==> src/rtl/pcc_pkg.sv <==
package pcc_pkg;

  typedef enum logic [2:0] {
    OP_NONE      = 3'd0,
    OP_ERASE     = 3'd1,
    OP_ERASE_ALL = 3'd2,
    OP_WRITE     = 3'd3,
    OP_WRITE_ALL = 3'd4,
    OP_ENABLE    = 3'd5,
    OP_DISABLE   = 3'd6
  } cmd_op_e;

  // strobes from control to datapath
  typedef struct packed {
    logic capture;     // latch command address and data
    logic fillOnes;    // write all-ones pattern
    logic fillData;    // write latched data
    logic wholeArray;  // write targets every word
  } arr_strobe_t;

endpackage

==> src/rtl/pcc_ctrl.sv <==
module pcc_ctrl
  import pcc_pkg::*;
#(
  parameter int WORD_CYCLES = 20,  // must be at least 2
  parameter int ALL_CYCLES  = 60,  // must be at least WORD_CYCLES
  parameter int CS_LOW_MIN  = 4
) (
  input  logic        clk,
  input  logic        rstN,
  input  logic        pwrGood,
  input  logic        csIn,
  input  logic        cmdValid,
  input  logic [2:0]  cmdOp,
  output arr_strobe_t strobe,
  output logic        busy,
  output logic        doOe,
  output logic        doVal
);

  localparam int CNT_W = $clog2(ALL_CYCLES + 1);
  localparam int LOW_W = $clog2(CS_LOW_MIN + 1);

  cmd_op_e         op;
  logic            csQ, wrEn, pendValid, pendAll, pendWrite;
  logic            runAll, runWrite, firstQ, statusEn;
  logic [CNT_W-1:0] cnt;
  logic [LOW_W-1:0] lowCnt;
  logic            accept, isProg, csFall, csRise, startCyc, active, lastCyc;

  assign op       = cmd_op_e'(cmdOp);
  assign accept   = cmdValid & csIn & ~busy & pwrGood;
  assign isProg   = op inside {OP_ERASE, OP_ERASE_ALL, OP_WRITE, OP_WRITE_ALL};
  assign csFall   = csQ & ~csIn;
  assign csRise   = ~csQ & csIn;
  assign startCyc = csFall & pendValid & pwrGood & ~busy;
  assign active   = busy & pwrGood;
  assign lastCyc  = cnt == '0;

  always_ff @(posedge clk) begin
    if (!rstN) begin
      csQ       <= 1'b0;
      wrEn      <= 1'b0;
      pendValid <= 1'b0;
      pendAll   <= 1'b0;
      pendWrite <= 1'b0;
      runAll    <= 1'b0;
      runWrite  <= 1'b0;
      firstQ    <= 1'b0;
      busy      <= 1'b0;
      cnt       <= '0;
      lowCnt    <= '0;
      statusEn  <= 1'b0;
    end else begin
      csQ <= csIn;

      // chip-select low-time measurement, saturating
      if (csIn)                           lowCnt <= '0;
      else if (lowCnt < LOW_W'(CS_LOW_MIN)) lowCnt <= lowCnt + 1'b1;

      if (csFall)
        statusEn <= 1'b0;
      else if (csRise && busy && lowCnt >= LOW_W'(CS_LOW_MIN))
        statusEn <= 1'b1;

      if (accept) begin
        if (op == OP_ENABLE) begin
          wrEn      <= 1'b1;
          pendValid <= 1'b0;
        end else if (op == OP_DISABLE) begin
          wrEn      <= 1'b0;
          pendValid <= 1'b0;
        end else if (isProg) begin
          pendValid <= wrEn;
          pendAll   <= (op == OP_ERASE_ALL) || (op == OP_WRITE_ALL);
          pendWrite <= (op == OP_WRITE) || (op == OP_WRITE_ALL);
        end
      end
      if (!pwrGood) pendValid <= 1'b0;

      if (startCyc) begin
        busy      <= 1'b1;
        pendValid <= 1'b0;
        runAll    <= pendAll;
        runWrite  <= pendWrite;
        firstQ    <= 1'b1;
        cnt       <= pendAll ? CNT_W'(ALL_CYCLES - 1) : CNT_W'(WORD_CYCLES - 1);
      end else if (busy) begin
        firstQ <= 1'b0;
        if (!pwrGood || lastCyc) busy <= 1'b0;
        else                     cnt  <= cnt - 1'b1;
      end
    end
  end

  always_comb begin
    strobe.capture    = accept & isProg & wrEn;
    strobe.fillOnes   = active & ((firstQ & runWrite) | (lastCyc & ~runWrite));
    strobe.fillData   = active & lastCyc & runWrite;
    strobe.wholeArray = active & runAll;
  end

  assign doOe  = statusEn;
  assign doVal = ~busy;

  p_start_on_fall_r3: assert property (@(posedge clk) disable iff (!rstN)
    $rose(busy) |-> ($past(csQ) && !$past(csIn)));
  p_start_enabled_r2: assert property (@(posedge clk) disable iff (!rstN)
    $rose(busy) |-> $past(wrEn));
  p_no_pend_busy_r8: assert property (@(posedge clk) disable iff (!rstN)
    busy |-> !pendValid);
  p_status_low_time_r9: assert property (@(posedge clk) disable iff (!rstN)
    $rose(doOe) |-> ($past(lowCnt) >= LOW_W'(CS_LOW_MIN)));
  p_status_off_r10: assert property (@(posedge clk) disable iff (!rstN)
    (csQ && !csIn) |=> !doOe);
  p_pg_abort_r11: assert property (@(posedge clk) disable iff (!rstN)
    (busy && !pwrGood) |=> !busy);

endmodule

==> src/rtl/pcc_datapath.sv <==
module pcc_datapath
  import pcc_pkg::*;
#(
  parameter int ADDR_W = 8,
  parameter int DATA_W = 16
) (
  input  logic              clk,
  input  logic              rstN,
  input  arr_strobe_t       strobe,
  input  logic [ADDR_W-1:0] cmdAddr,
  input  logic [DATA_W-1:0] cmdData,
  output logic              arrWe,
  output logic              arrAll,
  output logic [ADDR_W-1:0] arrAddr,
  output logic [DATA_W-1:0] arrData
);

  logic [ADDR_W-1:0] addrQ;
  logic [DATA_W-1:0] dataQ;

  always_ff @(posedge clk) begin
    if (!rstN) begin
      addrQ <= '0;
      dataQ <= '0;
    end else if (strobe.capture) begin
      addrQ <= cmdAddr;
      dataQ <= cmdData;
    end
  end

  assign arrWe   = strobe.fillOnes | strobe.fillData;
  assign arrAll  = strobe.wholeArray;
  assign arrAddr = addrQ;
  assign arrData = strobe.fillOnes ? '1 : dataQ;

  p_single_fill_r4: assert property (@(posedge clk) disable iff (!rstN)
    !(strobe.fillOnes && strobe.fillData));
  p_addr_hold_r8: assert property (@(posedge clk) disable iff (!rstN)
    arrWe |-> ($stable(addrQ) && $stable(dataQ)));

endmodule

==> src/rtl/prog_cycle_ctrl.sv <==
module prog_cycle_ctrl
  import pcc_pkg::*;
#(
  parameter int ADDR_W      = 8,
  parameter int DATA_W      = 16,
  parameter int WORD_CYCLES = 20,
  parameter int ALL_CYCLES  = 60,
  parameter int CS_LOW_MIN  = 4
) (
  input  logic              clk,
  input  logic              rstN,
  input  logic              pwrGood,
  input  logic              csIn,
  input  logic              cmdValid,
  input  logic [2:0]        cmdOp,
  input  logic [ADDR_W-1:0] cmdAddr,
  input  logic [DATA_W-1:0] cmdData,
  output logic              arrWe,
  output logic              arrAll,
  output logic [ADDR_W-1:0] arrAddr,
  output logic [DATA_W-1:0] arrData,
  output logic              busy,
  output logic              doOe,
  output logic              doVal
);

  arr_strobe_t strobe;

  pcc_ctrl #(
    .WORD_CYCLES(WORD_CYCLES),
    .ALL_CYCLES (ALL_CYCLES),
    .CS_LOW_MIN (CS_LOW_MIN)
  ) uCtrl (
    .clk     (clk),
    .rstN    (rstN),
    .pwrGood (pwrGood),
    .csIn    (csIn),
    .cmdValid(cmdValid),
    .cmdOp   (cmdOp),
    .strobe  (strobe),
    .busy    (busy),
    .doOe    (doOe),
    .doVal   (doVal)
  );

  pcc_datapath #(
    .ADDR_W(ADDR_W),
    .DATA_W(DATA_W)
  ) uData (
    .clk    (clk),
    .rstN   (rstN),
    .strobe (strobe),
    .cmdAddr(cmdAddr),
    .cmdData(cmdData),
    .arrWe  (arrWe),
    .arrAll (arrAll),
    .arrAddr(arrAddr),
    .arrData(arrData)
  );

  p_we_needs_power_r11: assert property (@(posedge clk) disable iff (!rstN)
    arrWe |-> pwrGood);
  p_we_in_cycle_r3: assert property (@(posedge clk) disable iff (!rstN)
    arrWe |-> busy);

endmodule

==> config.mk <==
export PLATFORM = sky130hd
export DESIGN_NAME = prog_cycle_ctrl
export DESIGN_NICKNAME = d
export VERILOG_FILES = /design/src/rtl/pcc_pkg.sv /design/src/rtl/pcc_ctrl.sv /design/src/rtl/pcc_datapath.sv /design/src/rtl/prog_cycle_ctrl.sv
export SDC_FILE = /design/constraint.sdc
export NUM_CORES = 1
export LEC_CHECK = 0
export BUFFER_PORTS_ARGS = -buffer_cell sky130_fd_sc_hd__buf_4
export CORE_AREA = 4 4 67 69
export CTS_BUF_LIST = sky130_fd_sc_hd__clkbuf_16
export DETAILED_ROUTE_END_ITERATION = 16
export DIE_AREA = 0 0 71 73
export MAX_ROUTING_LAYER = met4
export PLACE_DENSITY = 0.8
export SLEW_MARGIN = 20
export SYNTH_ARGS = -nofsm -noshare
export SYNTH_HDL_FRONTEND = slang
export SYNTH_HIERARCHICAL = 1
export SYNTH_SLANG_ARGS = --single-unit
==> constraint.sdc <==
create_clock -name clk -period 3.6 [get_ports clk]
set_clock_uncertainty 0.05 [all_clocks]
set_input_delay 0.18 -clock clk [delete_from_list [all_inputs] [get_ports clk]]
set_output_delay 0.18 -clock clk [all_outputs]
set_load 0.01 [all_outputs]
==> impl_metrics.csv, run 1 <==
group,metric,value,unit
clock_network,cts_buffers,5,
global_routing,grt_pass1_vias,1577,
detailed_routing,drt_wl_total,4.187,mm
min_path,whs_endpoint,"uData/arrAddr[2]$_SDFFE_PN0P_",
global_routing,grt_overflow,0,
timing,rsz0062_at_grt,"no",
clock_network,root_buffer,"clkbuf_16",
timing,slew_viol_final,0,
pwr,power.leakage,0.001050,uW
synth,ys.flop_type,"dfxtp_1",
clock_network,ctsHoldBuffers,0,
worst_setup_path,cp_top_family,"simple AND/OR/NAND/NOR gates",
floorplanning,die_w,71,um
synth,ys_seq_area_share,43.13,%
synth,synth.avg_cell_area,9.458,um^2
pwr,power_density,374.6,nW/um^2
min_path,min_path_type,"input port to flop",
worst_setup_path,crit_slowest_cell,"nor2_1",
min_path,hold_start,"cmdAddr[2]",
place,numPortBuffers,60,
worst_setup_path,cp_cell_sequence,"inv_1 -> ha_1 -> nor2b_1 -> nand2_1 -> mux2_2 -> nor2_1 -> or2_2 -> buf_4",
global_routing,grtUsageTotal,17.99,%
detailed_routing,drt_pre_antenna_iters,4,
timing,tightest_slew,0.7747,ns
detailed_routing,vias,1630,
finish,multiInputGateArea,1017,um^2
synth,synth_top_area_cell,"dfxtp_1",
worst_setup_path,worstPathArrival,2.47,ns
worst_setup_path,r2r_cells,6,
detailed_routing,drt-initial-drc-count,58,
synth,ys_warn_count,6,
worst_setup_path,path_class,"flop to output pin",
synth,synth_compound_area_share,7.900,%
finish,layout_commonest_cell,"buf_4",
worst_setup_path,path_buf_inv,2,
synth,synth-simple-area-share,26.33,%
floorplanning,fp.dieH,73,um
worst_setup_path,reg2reg_from,"uCtrl/busy$_SDFF_PN0_",
min_path,worstHoldPathCells,3,
synth,ys_types,36,
finish,ff_latch_area,860.8,um^2
run_status,status,"completed",
floorplanning,io_pins,61,
finish,final_cell_mix,"buf_4, dfxtp_1, nor2b_1, mux2i_1, or2_2",
worst_setup_path,crit_path_max_fanout,17,
synth,ys_seq_elements,43,
synth,synthArstFlopShare,0,%
synth,synth_top_area_share,43.13,%
timing,setup_viol,0,
floorplanning,die_area,5183,um^2
timing,finalHoldViolCount,0,
synth,netlist_area,1996,um^2
timing,tns,0,ns
synth,syn-num-nets,245,
global_routing,grt_antenna_before_repair,0,
worst_setup_path,rrSetupSlack,1.74,ns
finish,finalNonFillerCells,318,
clock_network,ctsResizeCount,0,
global_routing,grt_max_degree,30,
timing,period_share,75.03,%
finish,utilization,65.44,%
clock_network,clock_latency,0.28,ns
synth,synth_fa_ha_area_share,1.254,%
detailed_routing,ant_nets,0,
global_routing,grt_pass1_wl,7.176,mm
worst_setup_path,endpoint_kind,"output pin",
synth,synth_xor_area_share,1.755,%
synth,synthMuxAreaShare,13.61,%
synth,synth_edf_count,0,
clock_network,postCtsSetupBuffers,0,
floorplanning,initial_core_util,50.99,%
finish,nNetsFinal,301,
finish,drive_gt1_share,33.96,%
timing,fmax,370.2,MHz
timing,relSlewSlack,48.16,%
detailed_routing,viasPerCell,5.126,
clock_network,cts_tree,"done",
place,dp_hpwl,3.013,mm
finish,syn_to_final_growth,28.34,%
floorplanning,core,3914,um^2
clock_network,path_clk_slew,0.06,ns
detailed_routing,post-route-drc-count,0,
flow_run,drv_cap,0,
synth,syn_inst,211,
clock_network,htreeDepth,2,
synth,synth_top_family_by_area,"simple AND/OR/NAND/NOR gates",
place,place_congestion,0.7562,
pwr,vdd_drop_max,0.2591,mV
floorplanning,fp-row-count,23,
worst_setup_path,required,3.37,ns
synth,synthTopCellsByArea,"dfxtp_1, mux2i_1, nor2b_1",
worst_setup_path,max_stage_delay,0.59,ns
place,dp.cells,310,
timing,fin_crit,2.701,ns
worst_setup_path,setup.worst_path.start_class,"flop",
worst_setup_path,r2r_end,"uData/dataQ[11]$_SDFFE_PN0P_",
finish,n_antenna_cell,0,
detailed_routing,wl_per_cell,13.17,um
clock_network,cts_buffer_depth,2,
finish,fill_cells,330,
clock_network,cts_sinks,43,
## per-stage QoR
| stage | instance area (um^2) | total power, uW | hold slack, ns | setup slack [ns] |
|---|---|---|---|---|
| 3_3_place_gp | 2421 | 547.6 | 0.3917 | 1.268 |
| 5_1_grt | 2561 | 996.2 | 0.1103 | 0.7017 |
| 3_5_place_dp | 2421 | 548.5 | 0.3950 | 1.202 |
| 4_1_cts | 2561 | 971.2 | 0.1029 | 0.8869 |
| 2_1_floorplan | 1996 | 514.9 | 0.2517 | 1.652 |
| 6_report | 2561 | 959.5 | 0.1063 | 0.8989 |
## worst max-delay path by stage
stage                         startpoint           to  slack, ns  cells after the start
2_1_floorplan  uCtrl/cnt[0]$_SDFFE_PN0P_  arrData[10]       1.65                      8
3_3_place_gp   uCtrl/cnt[0]$_SDFFE_PN0P_        arrWe       1.27                      8
3_5_place_dp   uCtrl/cnt[0]$_SDFFE_PN0P_  arrData[13]       1.20                      8
4_1_cts        uCtrl/cnt[0]$_SDFFE_PN0P_        arrWe       0.89                      8
5_1_grt        uCtrl/cnt[0]$_SDFFE_PN0P_   arrData[2]       0.70                      8
6_report       uCtrl/cnt[0]$_SDFFE_PN0P_        arrWe       0.90                      8
## flip-flops by register name (all words and copies together) (netlist names), 3 cells and up
name / cells
uCtrl/lowCnt: 3
uCtrl/cnt: 6
uData/arrAddr: 8
uData/dataQ: 16
## worst min-delay path, stage by stage
cell	delay [ns]
buf_4	0.08
mux2i_1	0.05
nor2b_1	0.09
## report_power, final
group / total [uW] / internal (uW) / switching (uW)
registers: 481 / 479 / 2.26
logic: 56.6 / 32.5 / 24.1
clock network: 422 / 252 / 170
## cells by family (layout without fill, tap and decap cells)
group	Yosys count	after routing
multiplexers	27	27
buffers and inverters	18	75
AO/OA/AOI/OAI	28	28
AND/OR/NAND/NOR	89	89
flip-flops	43	43
adder cells (fa/ha/maj)	2	2
XOR/XNOR	4	4
## per-layer routing
metal / part of all wire, % / wire (um) / GRT usage [%] / vias to the layer above
met2: 44 / 1855 / 28.73 / 54
met5: 0 / 0 / - / -
met1: 45 / 1898 / 21.17 / 741
met3: 8.9 / 372 / 6.198 / 6
met4: 1.5 / 61 / 6.263 / 0
li1: - / - / - / 829
## cells in the mapped netlist (all sizes together), types with 2 or more instances
library cell / instances
o21ai: 8
nor3: 8
buf: 6
or2: 17
clkbuf: 6
nand3: 3
nand4b: 3
nor2: 13
ha: 2
nor2b: 26
nand2: 8
dfxtp: 43
mux2i: 26
inv: 6
nand2b: 2
xnor2: 2
a21oi: 13
a211oi: 5
xor2: 2
and3: 3
nor3b: 2
## area by class of cell
type                            instances  area share [%]
Multi-Input combinational cell        150           39.72
Sequential cell                        43           33.61
Timing Repair Buffer                   61           17.88
Clock buffer                            5           4.885
Tap cell                               50           2.443
Inverter                                6          0.8793
Clock inverter                          3          0.5862
No activity file was read; power rests on OpenSTA's default activity.
==> run 2, diff against run 1 <==
--- a/config.mk
+++ b/config.mk
@@ -6,12 +6,12 @@
 export NUM_CORES = 1
 export LEC_CHECK = 0
 export BUFFER_PORTS_ARGS = -buffer_cell sky130_fd_sc_hd__buf_4
-export CORE_AREA = 4 4 67 69
+export CORE_AREA = 4 4 68 70
 export CTS_BUF_LIST = sky130_fd_sc_hd__clkbuf_16
 export DETAILED_ROUTE_END_ITERATION = 16
-export DIE_AREA = 0 0 71 73
+export DIE_AREA = 0 0 72 74
 export MAX_ROUTING_LAYER = met4
-export PLACE_DENSITY = 0.8
+export PLACE_DENSITY = 0.77
 export SLEW_MARGIN = 20
 export SYNTH_ARGS = -nofsm -noshare
 export SYNTH_HDL_FRONTEND = slang
==> constraint.sdc (replaced) <==
create_clock -name clk -period 2.5 [get_ports clk]
set_clock_uncertainty 0.05 [all_clocks]
set_input_delay 0.125 -clock clk [delete_from_list [all_inputs] [get_ports clk]]
set_output_delay 0.125 -clock clk [all_outputs]
set_load 0.01 [all_outputs]
==> run 2 against run 1 <==
Against the previous run: first-iteration DRC count is 72% higher; count of clock-buffer cells in the layout unchanged; sequential power grew 44%; via count grew 0.12%; sequential share of layout area is 0.77 points lower; die area increased by 2.8%; sequential cell count is the same; largest cell class unchanged.
==> impl_metrics.csv, run 2 (same netlist as run 1, synthesis figures left out) <==
group,metric,value,unit
floorplanning,io_pins,61,
min_path,min_path_type,"input port to flop",
worst_setup_path,cp-endpoint,"arrWe",
min_path,worstHoldPathCells,3,
timing,slew_viol_final,0,
clock_network,clock_latency,0.28,ns
pwr,power.leakage,0.001081,uW
worst_setup_path,r2r_cells,6,
worst_setup_path,reg2reg_from,"uCtrl/busy$_SDFF_PN0_",
place,dp_hpwl,2.925,mm
timing,fmax,444.2,MHz
floorplanning,fp-row-count,23,
clock_network,cts_buffer_depth,2,
clock_network,htreeDepth,2,
detailed_routing,wl_per_cell,13.47,um
detailed_routing,drt_wl_total,4.298,mm
finish,n_antenna_cell,0,
clock_network,ctsResizeCount,0,
floorplanning,die_w,72,um
global_routing,grtUsageTotal,17.06,%
finish,layout_commonest_cell,"buf_4",
worst_setup_path,crit_path_max_fanout,17,
worst_setup_path,crit_path_start,"uCtrl/cnt[0]$_SDFFE_PN0P_",
finish,final_cell_mix,"buf_4, dfxtp_1, nor2b_1, mux2i_1, or2_2",
detailed_routing,vias,1632,
flow_run,drv_cap,0,
clock_network,postCtsSetupBuffers,0,
global_routing,grt_antenna_before_repair,0,
run_status,status,"completed",
floorplanning,core,3971,um^2
clock_network,ctsHoldBuffers,0,
finish,utilization,66.01,%
clock_network,cts_sinks,43,
place,postPlaceCellArea,2429,um^2
floorplanning,initial_core_util,50.25,%
detailed_routing,ant_nets,0,
timing,rsz0062_at_grt,"no",
timing,finalHoldViolCount,0,
timing,tightest_slew,0.4381,ns
finish,largest_reg_flops,16,
global_routing,grt_pass1_vias,1526,
clock_network,root_buffer,"clkbuf_16",
pwr,vdd_drop_max,0.3641,mV
finish,max_flop_register,"uData/dataQ",
place,place_congestion,0.8424,
finish,drive_gt1_share,34.94,%
detailed_routing,post-route-drc-count,0,
worst_setup_path,worstPathArrival,2.08,ns
timing,relSlewSlack,70.76,%
timing,tns,0,ns
worst_setup_path,required,2.33,ns
finish,nNetsFinal,302,
detailed_routing,drt-initial-drc-count,100,
pwr,power_density,612.9,nW/um^2
global_routing,grt_pass1_wl,6.886,mm
worst_setup_path,rrSetupSlack,0.60,ns
timing,fin_crit,2.251,ns
timing,setup_viol,0,
finish,final_area,2621,um^2
clock_network,path_clk_slew,0.06,ns
timing,period_share,90.05,%
finish,syn_to_final_growth,31.35,%
place,numPortBuffers,60,
worst_setup_path,setup.worst_path.start_class,"flop",
floorplanning,die_area,5328,um^2
worst_setup_path,endpoint_kind,"output pin",
worst_setup_path,r2r_end,"uData/dataQ[9]$_SDFFE_PN0P_",
worst_setup_path,path_class,"flop to output pin",
floorplanning,fp.dieH,74,um
global_routing,grt_overflow,0,
clock_network,cts_buffers,5,
clock_network,cts_tree,"done",
detailed_routing,drt_pre_antenna_iters,4,
global_routing,grt_max_degree,30,
detailed_routing,viasPerCell,5.116,
## run 2: cell types whose count changed in the layout (fill, tap and decap cells not counted), sizes merged
cell	delta
buf	+1
clkinv	-2
bufinv	+2
## run 2: critical path, cell delays in order (launching register included)
cell and delay (ns):
dfxtp_1 0.33, inv_1 0.07, ha_1 0.16, nor2b_1 0.31, nand2_1 0.12, mux2_2 0.27
nor2_1 0.08, buf_4 0.19, or2_2 0.14, buf_4 0.11
## run 2: worst min-delay path by stage
| stage | from | end | slack [ns] |
|---|---|---|---|
| floorplan | csIn | uCtrl/csQ$_SDFF_PN0_ | 0.20 |
| global placement | csIn | uCtrl/csQ$_SDFF_PN0_ | 0.33 |
| detailed placement | cmdAddr[2] | uData/arrAddr[2]$_SDFFE_PN0P_ | 0.34 |
| CTS | cmdAddr[2] | uData/arrAddr[2]$_SDFFE_PN0P_ | 0.04 |
| global route | cmdAddr[2] | uData/arrAddr[2]$_SDFFE_PN0P_ | 0.06 |
| finish | cmdData[1] | uData/dataQ[1]$_SDFFE_PN0P_ | 0.05 |
## run 2: final cells by class
| cell class | count | area, um^2 |
|---|---|---|
| Timing Repair Buffer | 62 | 465.4 |
| Clock inverter | 3 | 67.56 |
| Tap cell | 50 | 62.56 |
| Clock buffer | 5 | 125.1 |
| Inverter | 6 | 22.52 |
| Sequential cell | 43 | 860.8 |
| Fill cell | 335 | 1350 |
| Multi-Input combinational cell | 150 | 1017 |
## run 2: metal layers
| layer | part of all wire (%) | global-route usage [%] | vias up |
|---|---|---|---|
| met5 | 0 | - | - |
| met4 | 1.4 | 7.307 | 0 |
| met3 | 8.2 | 5.405 | 6 |
| met2 | 45 | 27.24 | 58 |
| met1 | 46 | 19.83 | 738 |
| li1 | - | - | 830 |
## run 2: report_power, final
group | switching, uW | internal (uW) | total [uW]
logic | 34.8 | 46.7 | 81.5
clock network | 260 | 572 | 832
registers | 3.31 | 690 | 693
## run 2: stage by stage
stage | setup slack [ns] | hold WS (ns) | std cells | power, uW
detailed placement | 0.6033 | 0.3408 | 311 | 789.4
global placement | 0.6204 | 0.3345 | 311 | 787.8
floorplan | 0.6071 | 0.1967 | 211 | 741.4
global route | 0.07026 | 0.05751 | 319 | 1650
CTS | 0.2466 | 0.04465 | 319 | 1621
finish | 0.2487 | 0.05172 | 319 | 1607
==> run 3, diff against run 2 <==
--- a/config.mk
+++ b/config.mk
@@ -5,13 +5,14 @@
 export SDC_FILE = /design/constraint.sdc
 export NUM_CORES = 1
 export LEC_CHECK = 0
+export ABC_AREA = 1
 export BUFFER_PORTS_ARGS = -buffer_cell sky130_fd_sc_hd__buf_4
-export CORE_AREA = 4 4 68 70
+export CORE_AREA = 4 4 69 71
 export CTS_BUF_LIST = sky130_fd_sc_hd__clkbuf_16
 export DETAILED_ROUTE_END_ITERATION = 16
-export DIE_AREA = 0 0 72 74
+export DIE_AREA = 0 0 73 75
 export MAX_ROUTING_LAYER = met4
-export PLACE_DENSITY = 0.77
+export PLACE_DENSITY = 0.78
 export SLEW_MARGIN = 20
 export SYNTH_ARGS = -nofsm -noshare
 export SYNTH_HDL_FRONTEND = slang
==> run 3 against run 2 <==
Against the previous run: sequential power hardly changed; synthesized cell count is 48% higher; combinational power is 11% higher; synthesized area is 4.5% higher; critical endpoint is now arrData[12]; worst hold slack worse by 0.044 ns; wire length is 1.8% higher; maximum frequency is 4.5% higher; non-clock buffer count is 1 lower; utilization is 2.1 points lower; critical path depth is 3 lower.
==> impl_metrics.csv, run 3 <==
group,metric,value,unit
detailed_routing,vias,1941,
global_routing,grt_antenna_before_repair,0,
clock_network,cts_buffers,5,
synth,ys_seq_elements,43,
detailed_routing,wl_per_cell,10.35,um
finish,drive_gt1_share,26.68,%
finish,final_cell_mix,"nand2_1, nor2_1, buf_4, inv_1, dfxtp_1",
floorplanning,io_pins,61,
run_status,status,"completed",
synth,synth_top_area_share,41.30,%
detailed_routing,ant_nets,0,
synth,netlist_area,2084,um^2
detailed_routing,viasPerCell,4.589,
place,numPortBuffers,60,
floorplanning,die_area,5475,um^2
synth,syn_inst,313,
timing,tightest_slew,0.6058,ns
clock_network,cts_buffer_depth,2,
worst_setup_path,crit_path_max_fanout,17,
detailed_routing,drt_wl_total,4.377,mm
global_routing,grt_pass1_vias,1708,
pwr,power.leakage,0.001450,uW
floorplanning,die_w,73,um
place,dp_hpwl,3.169,mm
timing,fmax,464.0,MHz
global_routing,grt_overflow,0,
timing,period_share,86.20,%
synth,synthArstFlopShare,0,%
timing,finalHoldViolCount,0,
floorplanning,core,4234,um^2
finish,fill_cells,403,
synth,synth_edf_count,0,
pwr,pwr-share-clk,47.2,%
pwr,power_frac_seq,46.7,%
clock_network,htreeDepth,2,
timing,slew_viol_final,0,
worst_setup_path,rrSetupSlack,0.80,ns
clock_network,ctsResizeCount,0,
pwr,vdd_drop_max,0.2700,mV
pwr,intPower,1198,uW
timing,fin_crit,2.155,ns
worst_setup_path,reg2reg_from,"uCtrl/busy$_SDFF_PN0_",
floorplanning,fp.dieH,75,um
finish,n_antenna_cell,0,
floorplanning,initial_core_util,49.23,%
synth,synthTopCellsByArea,"dfxtp_1, nand2_1, nor2_1",
worst_setup_path,required,2.33,ns
synth,ys.flop_type,"dfxtp_1",
clock_network,postCtsSetupBuffers,0,
worst_setup_path,r2r_end,"uData/arrAddr[0]$_SDFFE_PN0P_",
global_routing,grt_max_degree,49,
synth,synth_top_area_cell,"dfxtp_1",
detailed_routing,post-route-drc-count,0,
timing,setup_viol,0,
finish,max_flop_register,"uData/dataQ",
detailed_routing,drt_pre_antenna_iters,4,
clock_network,cts_sinks,43,
timing,relSlewSlack,59.61,%
pwr,finalPower,1481,uW
global_routing,grt_pass1_wl,7.169,mm
detailed_routing,drt-initial-drc-count,80,
clock_network,cts_tree,"done",
timing,tns,0,ns
finish,syn_to_final_growth,29.77,%
flow_run,drv_cap,0,
min_path,min_path_type,"input port to flop",
synth,ys_types,25,
clock_network,path_clk_slew,0.06,ns
synth,synth.avg_cell_area,6.660,um^2
worst_setup_path,crit_path_start,"uCtrl/cnt[0]$_SDFFE_PN0P_",
synth,ys_seq_area_share,41.30,%
worst_setup_path,path_class,"flop to output pin",
floorplanning,fp-row-count,24,
pwr,p_sw,283.8,uW
finish,layout_commonest_cell,"nand2_1",
clock_network,clock_latency,0.28,ns
worst_setup_path,r2r_cells,7,
worst_setup_path,worstPathArrival,1.98,ns
worst_setup_path,setup.worst_path.start_class,"flop",
synth,synth.most_common_cell,"nand2_1",
worst_setup_path,cp-endpoint,"arrData[12]",
pwr,power_density,547.7,nW/um^2
pwr,comb_power_share,6.1,%
worst_setup_path,endpoint_kind,"output pin",
pwr,switching_share,19.16,%
place,place_congestion,0.8636,
finish,nNetsFinal,405,
finish,largest_reg_flops,16,
global_routing,grtUsageTotal,16.99,%
timing,rsz0062_at_grt,"no",
synth,synthTopCellsByCount,"nand2_1, nor2_1, inv_1, dfxtp_1, or2_2",
clock_network,ctsHoldBuffers,0,
synth,ys_warn_count,6,
clock_network,root_buffer,"clkbuf_16",
synth,syn-num-nets,347,
[run 3: stage by stage]
step                      setup WS, ns  std cells  hold WS, ns  area (um^2)  utilization, %
after detailed placement        0.3332        416       0.2979         2542           60.05
final                           0.3449        423     0.007955         2705           63.89
after CTS                      0.03063        423     0.007657         2701           63.80
after floorplan                 0.9189        313       0.1685         2085               -
after global routing            0.1726        423      0.01491         2705           63.89
after global placement          0.4807        416       0.2825         2542           60.05
[run 3: worst min path at each step]
stage | from | to | slack [ns] | cells after the start
after floorplan | csIn | uCtrl/csQ$_SDFF_PN0_ | 0.17 | 2
after global placement | csIn | uCtrl/csQ$_SDFF_PN0_ | 0.28 | 3
after detailed placement | csIn | uCtrl/csQ$_SDFF_PN0_ | 0.30 | 3
after CTS | csIn | uCtrl/csQ$_SDFF_PN0_ | 0.008 | 3
after global routing | csIn | uCtrl/csQ$_SDFF_PN0_ | 0.01 | 3
final | csIn | uCtrl/csQ$_SDFF_PN0_ | 0.008 | 3
[run 3: per-layer routing]
metal	track usage, %	up-vias	routed length (um)
li1	-	1051	-
met1	20.17	833	2009
met2	28.40	53	2029
met3	4.406	4	302
met4	4.918	0	36
met5	-	-	0
[run 3: power groups by stage]
stage	clock network (uW)	registers, uW	logic, uW
global placement	0	707	89.2
finish	699	692	90.5
global route	742	692	102
detailed placement	0	707	90.4
floorplan	0	706	42.1
CTS	718	692	91.2
[run 3: final cells by class]
| type | count | area [um^2] | area share, % |
|---|---|---|---|
| sequential | 43 | 860.8 | 31.82 |
| multi-input combinational | 211 | 977.2 | 36.12 |
| timing repair buffer | 61 | 457.9 | 16.93 |
| inverter | 49 | 185.2 | 6.846 |
| tap | 52 | 65.06 | 2.405 |
| clock inverter | 2 | 33.78 | 1.249 |
| clock buffer | 5 | 125.1 | 4.625 |
[run 3: cell families after synthesis]
group,count (synthesis),synth area share [%]
compound gates,20,5.162
fa+ha+maj,2,1.200
buf+inv,59,12.00
flops,43,41.30
simple gates,189,40.34
[run 3: worst max-delay path: stages, from the launching register on]
cell and delay [ns]:
dfxtp_1 0.29, inv_1 0.15, ha_1 0.23, nand3_2 0.15
a21oi_2 0.54, or2_2 0.22, buf_4 0.11
